### src/rtl/dv14_pkg.sv
package dv14_pkg;
  // Scaled reciprocal of 14: round(2^20 / 14), held to 17 bits
  localparam int unsigned RECIP_W = 17;
  localparam logic [RECIP_W-1:0] RECIP = 17'h12492;
  localparam int unsigned SHIFT = 20;
  // Width lost from the operand when forming the quotient
  localparam int unsigned QUO_LOSS = SHIFT - RECIP_W;
  // Multiplier build choice
  typedef enum logic [0:0] {
    MUL_NATIVE   = 1'b0,
    MUL_SHIFTADD = 1'b1
  } mul_impl_e;
endpackage

### src/rtl/dv14_rst_sync.sv
module dv14_rst_sync (
  input  logic clk,
  input  logic arst_n,
  output logic srst_n
);
  logic [1:0] sync_q;
  logic [1:0] sync_d;

  always_comb begin
    sync_d = {sync_q[0], 1'b1};
  end

  always_ff @(posedge clk or negedge arst_n) begin
    if (!arst_n) begin
      sync_q <= 2'b00;
    end else begin
      sync_q <= sync_d;
    end
  end

  assign srst_n = sync_q[1];
endmodule

### src/rtl/dv14_recip_mult.sv
module dv14_recip_mult
  import dv14_pkg::*;
#(
  parameter int unsigned W        = 24,
  parameter mul_impl_e   MUL_IMPL = MUL_NATIVE,
  localparam int unsigned PW      = W + RECIP_W,
  localparam int unsigned QW      = W - QUO_LOSS
) (
  input  logic [W-1:0]  din,
  output logic [QW-1:0] quo
);
  logic [PW-1:0] prod;

  generate
    if (MUL_IMPL == MUL_NATIVE) begin : g_native
      always_comb begin
        prod = PW'(din) * PW'(RECIP);
      end
    end else begin : g_shiftadd
      // Sum of operand copies at the set bit positions of the constant
      logic [PW-1:0] acc [0:RECIP_W];
      assign acc[0] = '0;
      for (genvar j = 0; j < RECIP_W; j++) begin : g_bit
        if (RECIP[j]) begin : g_set
          assign acc[j+1] = acc[j] + (PW'(din) << j);
        end else begin : g_clr
          assign acc[j+1] = acc[j];
        end
      end
      always_comb begin
        prod = acc[RECIP_W];
      end
    end
  endgenerate

  assign quo = QW'(prod >> SHIFT);
endmodule

### src/rtl/dv14_en_reg.sv
module dv14_en_reg #(
  parameter int unsigned WIDTH = 8
) (
  input  logic             clk,
  input  logic             srst_n,
  input  logic             en,
  input  logic [WIDTH-1:0] d,
  output logic [WIDTH-1:0] q
);
  logic [WIDTH-1:0] q_d;

  always_comb begin
    q_d = q;
    if (en) begin
      q_d = d;
    end
  end

  always_ff @(posedge clk or negedge srst_n) begin
    if (!srst_n) begin
      q <= '0;
    end else begin
      q <= q_d;
    end
  end
endmodule

### src/rtl/dv14_recip_div.sv
module dv14_recip_div
  import dv14_pkg::*;
#(
  parameter int unsigned W        = 24,
  parameter mul_impl_e   MUL_IMPL = MUL_NATIVE,
  localparam int unsigned QW      = W - QUO_LOSS
) (
  input  logic          clk,
  input  logic          rst_n,
  input  logic          in_vld,
  input  logic [W-1:0]  in_data,
  output logic          out_vld,
  output logic [QW-1:0] out_quo
);
  logic          srst_n;
  logic [QW-1:0] quo_c;

  dv14_rst_sync u_rst (
    .clk    (clk),
    .arst_n (rst_n),
    .srst_n (srst_n)
  );

  dv14_recip_mult #(.W(W), .MUL_IMPL(MUL_IMPL)) u_mult (
    .din (in_data),
    .quo (quo_c)
  );

  // Quotient register loads only on a strobe
  dv14_en_reg #(.WIDTH(QW)) u_quo (
    .clk    (clk),
    .srst_n (srst_n),
    .en     (in_vld),
    .d      (quo_c),
    .q      (out_quo)
  );

  // Strobe register always enabled
  dv14_en_reg #(.WIDTH(1)) u_vld (
    .clk    (clk),
    .srst_n (srst_n),
    .en     (1'b1),
    .d      (in_vld),
    .q      (out_vld)
  );
endmodule

### config.mk
export PLATFORM = sky130hd
export DESIGN_NAME = dv14_recip_div
export DESIGN_NICKNAME = d
export VERILOG_FILES = /design/src/rtl/dv14_pkg.sv /design/src/rtl/dv14_rst_sync.sv /design/src/rtl/dv14_recip_mult.sv /design/src/rtl/dv14_en_reg.sv /design/src/rtl/dv14_recip_div.sv
export SDC_FILE = /design/constraint.sdc
export NUM_CORES = 1
export LEC_CHECK = 0
export ABC_AREA = 1
export CAP_MARGIN = 20
export CORE_AREA = 2 2 109 111
export DETAILED_ROUTE_END_ITERATION = 6
export DIE_AREA = 0 0 111 113
export PLACE_DENSITY = 0.83
export SLEW_MARGIN = 20
export SYNTH_ARGS = -nofsm -noshare
export SYNTH_HDL_FRONTEND = slang
export SYNTH_SLANG_ARGS = --single-unit
export TNS_END_PERCENT = 20
### constraint.sdc
create_clock -name clk -period 0.8 [get_ports clk]
set_clock_uncertainty 0.2 [all_clocks]
set_input_delay 0.08 -clock clk [delete_from_list [all_inputs] [get_ports clk]]
set_output_delay 0.08 -clock clk [all_outputs]
set_load 0.01 [all_outputs]
==> results.md <==
* Number of warning messages in the yosys log at 0
* Initial cell density of the core at 0.555
* Category of the worst setup path capture point: flop
* Number of register bits inferred by synthesis at 24
* Global-route congestion overflow total at 0
* Total global-route track usage at 0.336
* Final hold violation count at 3
* Core region area at 0.0113 sq mm
* Height of the die at 113 microns
* Final routed wire length divided by cell count at 20.0 microns
* Detail-routed via count per cell at 5.85
* NumNets Final at 1249
* Result of the run: complete, but fails checks
* Synth top area share at 0.266
* Syn-to-layout area delta at 41.6%
* Clock tree from TritonCTS: done
* Leading cell types in the layout, fill and taps excluded: 225 x sky130_fd_sc_hd__inv_1, 163 x sky130_fd_sc_hd__nand2_1, 108 x sky130_fd_sc_hd__buf_4
* Largest area contributor in the netlist: sky130_fd_sc_hd__ha_1
* Endpoint arrival time on the critical path at 4.15 ns
* Total clock sinks at 24
* Count of inserted antenna diode cells at 0
* Violated checks: hold timing, setup timing
* Mean area per synthesized cell at 7.29 sq um
* Number of port buffers at 48
* Top achievable clock speed at 0.238 GHz
* Pins over their slew limit at 0
* Routability-driven placement congestion ratio at 0.960
* Detail Placement HPWL at 15100 microns
* Smallest hold slack at -0.216 ns
* Die ar. at 0.0125 sq mm
* First-pass GRT wire length at 33700 microns
* Crit path time final at 4.20 ns
* Die width at 111 microns
* Main flop type after synthesis: sky130_fd_sc_hd__dfrtp_1
* Clock latency at the later pin of the worst-skew pair at 0.26 ns
* Post-Synthesis Cell Area at 0.00625 sq mm
* DRC violation total after the first TritonRoute iteration at 685
* Clock-pin slew on the worst setup and hold paths at 0.07 ns
* DRC viols at 0
* Final cycle utilization of the critical path at 5.25
* Total vias in the final route at 6802
* Row count at 39
* Top cells by area in the synthesized netlist: sky130_fd_sc_hd__ha_1 27%, sky130_fd_sc_hd__fa_1 22%, sky130_fd_sc_hd__inv_1 15%
* Path class of the lowest-slack min-delay path: input port to asynchronous set/reset pin
* H-tree Lvls at 1
* Commonest non-fill, non-tap cell in the layout: sky130_fd_sc_hd__inv_1
* Via count of the first global-routing pass at 7074
* Count of TritonRoute iterations in the first routing pass at 6
* CTS Buffer Depth at 2
* Syn nets at 1086
* Crit Path Category: input port to flop
* Number of top-level pins at 49
* Critical path startpoint category: input port
* Antenna violations before repair at 0
* Number of clock buffers inserted by TritonCTS at 3
* Ys async rst share at 1.00
* Least setup slack across all paths after layout at -3.40 ns
* Final setup fails at 43
* Number of synthesized flops with an enable pin at 0
* Share of cells above drive strength 1 at 0.329
* Proportion of synthesized chip area in sequential cells at 0.0961
* Number of maximum-capacitance constraint violations at 0
* Syn Inst Count at 858
* Final wirelength at 23300 microns
* Number of nets with antenna violations after routing at 0
* Count of distinct cell types in the synthesized netlist at 27
* Critical path peak fanout at 5
* Required arrival time at the worst endpoint at 0.75 ns
* Root buffer selected by CTS: sky130_fd_sc_hd__clkbuf_16
* Unrepaired setup endpoints after global routing: yes
* Fillcell total at 662
* Maximum number of pins on one net before global-route repair at 27
## final timing paths
kind                            startpoint         endpoint  slack (ns)  depth (start not counted)
hold / removal                       rst_n  u_rst.sync_q[0]       -0.22                          1
setup / recovery                in_data[9]      u_quo.q[14]       -3.40                         21
max in group asynchronous  u_rst.sync_q[1]      u_quo.q[14]        0.23                          1
setup reg to reg               u_quo.q[14]      u_quo.q[14]       -0.16                          3
hold reg to reg            u_rst.sync_q[1]       u_quo.q[0]        0.02                          1
min in group clk                    in_vld          u_vld.q       -0.01                          2
## critical path: stages
cell	delay, ns
sky130_fd_sc_hd__buf_6	0.11
sky130_fd_sc_hd__ha_4	0.27
sky130_fd_sc_hd__inv_2	0.06
sky130_fd_sc_hd__fa_1	0.56
sky130_fd_sc_hd__fa_1	0.55
sky130_fd_sc_hd__inv_1	0.06
sky130_fd_sc_hd__fa_1	0.53
sky130_fd_sc_hd__inv_2	0.06
sky130_fd_sc_hd__fa_1	0.53
sky130_fd_sc_hd__inv_2	0.05
sky130_fd_sc_hd__ha_4	0.27
sky130_fd_sc_hd__nand2_4	0.12
sky130_fd_sc_hd__inv_6	0.06
sky130_fd_sc_hd__nand2_4	0.10
sky130_fd_sc_hd__inv_1	0.08
sky130_fd_sc_hd__nand2_1	0.15
sky130_fd_sc_hd__nand2_2	0.09
sky130_fd_sc_hd__a21oi_2	0.14
sky130_fd_sc_hd__nand3_1	0.09
sky130_fd_sc_hd__nand3_1	0.10
sky130_fd_sc_hd__nand2_1	0.06
## stage by stage
step	utilization	setup WS, ns	cells	setup TNS (ns)	cell area, sq um
after floorplan	-	-2.90	858	-62.41	6570
after global placement	0.708	-3.85	1142	-86.44	7980
after detailed placement	0.708	-3.89	1142	-87.51	7980
after CTS	0.758	-3.21	1155	-70.65	8540
after global routing	0.785	-3.54	1163	-77.18	8850
final	0.785	-3.40	1163	-75.05	8850
## synth_stat cells (3+ instances only)
cell type / instances
sky130_fd_sc_hd__nor2_1: 48
sky130_fd_sc_hd__o21ai_0: 27
sky130_fd_sc_hd__nand2_2: 7
sky130_fd_sc_hd__ha_1: 133
sky130_fd_sc_hd__nor3_1: 6
sky130_fd_sc_hd__xnor2_1: 5
sky130_fd_sc_hd__dfrtp_1: 24
sky130_fd_sc_hd__inv_1: 243
sky130_fd_sc_hd__a21oi_1: 39
sky130_fd_sc_hd__fa_1: 68
sky130_fd_sc_hd__nand2_1: 196
sky130_fd_sc_hd__nand3_1: 37
sky130_fd_sc_hd__nand3b_1: 3
sky130_fd_sc_hd__o21ai_1: 5
## cells by family after synthesis
logic type	share of synthesized area
AO/OA/AOI/OAI	0.0580
other	0.000600
XOR/XNOR	0.00981
AND/OR/NAND/NOR	0.202
buffers and inverters	0.150
flip-flops	0.0961
adder cells (fa/ha/maj)	0.484
## area by class of cell
cell class | instances | area, sq um | share of cell area
flip-flops and latches | 24 | 601 | 0.0679
repair buffers | 162 | 1240 | 0.140
clock inverters | 1 | 30.0 | 0.00339
clock buffers | 3 | 75.1 | 0.00848
inverters | 244 | 931 | 0.105
well taps | 143 | 179 | 0.0202
multi-input cells | 586 | 5790 | 0.654
## metal layers
layer / vias up / global-route usage / routed length [microns] / share of wire
li1: 2938 / - / - / -
met1: 3153 / 0.347 / 7750 / 0.33
met2: 484 / 0.628 / 11300 / 0.48
met3: 227 / 0.0503 / 1690 / 0.073
met4: 0 / 0.231 / 2570 / 0.11
met5: - / 0 / 0 / 0
## state kept, by name, indices dropped and copies added (netlist names)
| signal | cells |
|---|---|
| u_rst.sync_q | 2 |
| u_quo.q | 21 |
| u_vld.q | 1 |
## what timing repair did
item,in CTS,in global routing
endpoints found under the setup margin,43,43
pin swaps,65,53
hold endpoints to repair,2,3
gates resized for setup,265,85
setup buffers,9,8
Power is left out: the tool's default activity adds up to more than one toggle a clock period on the data nets, which glitch-free logic cannot reach.
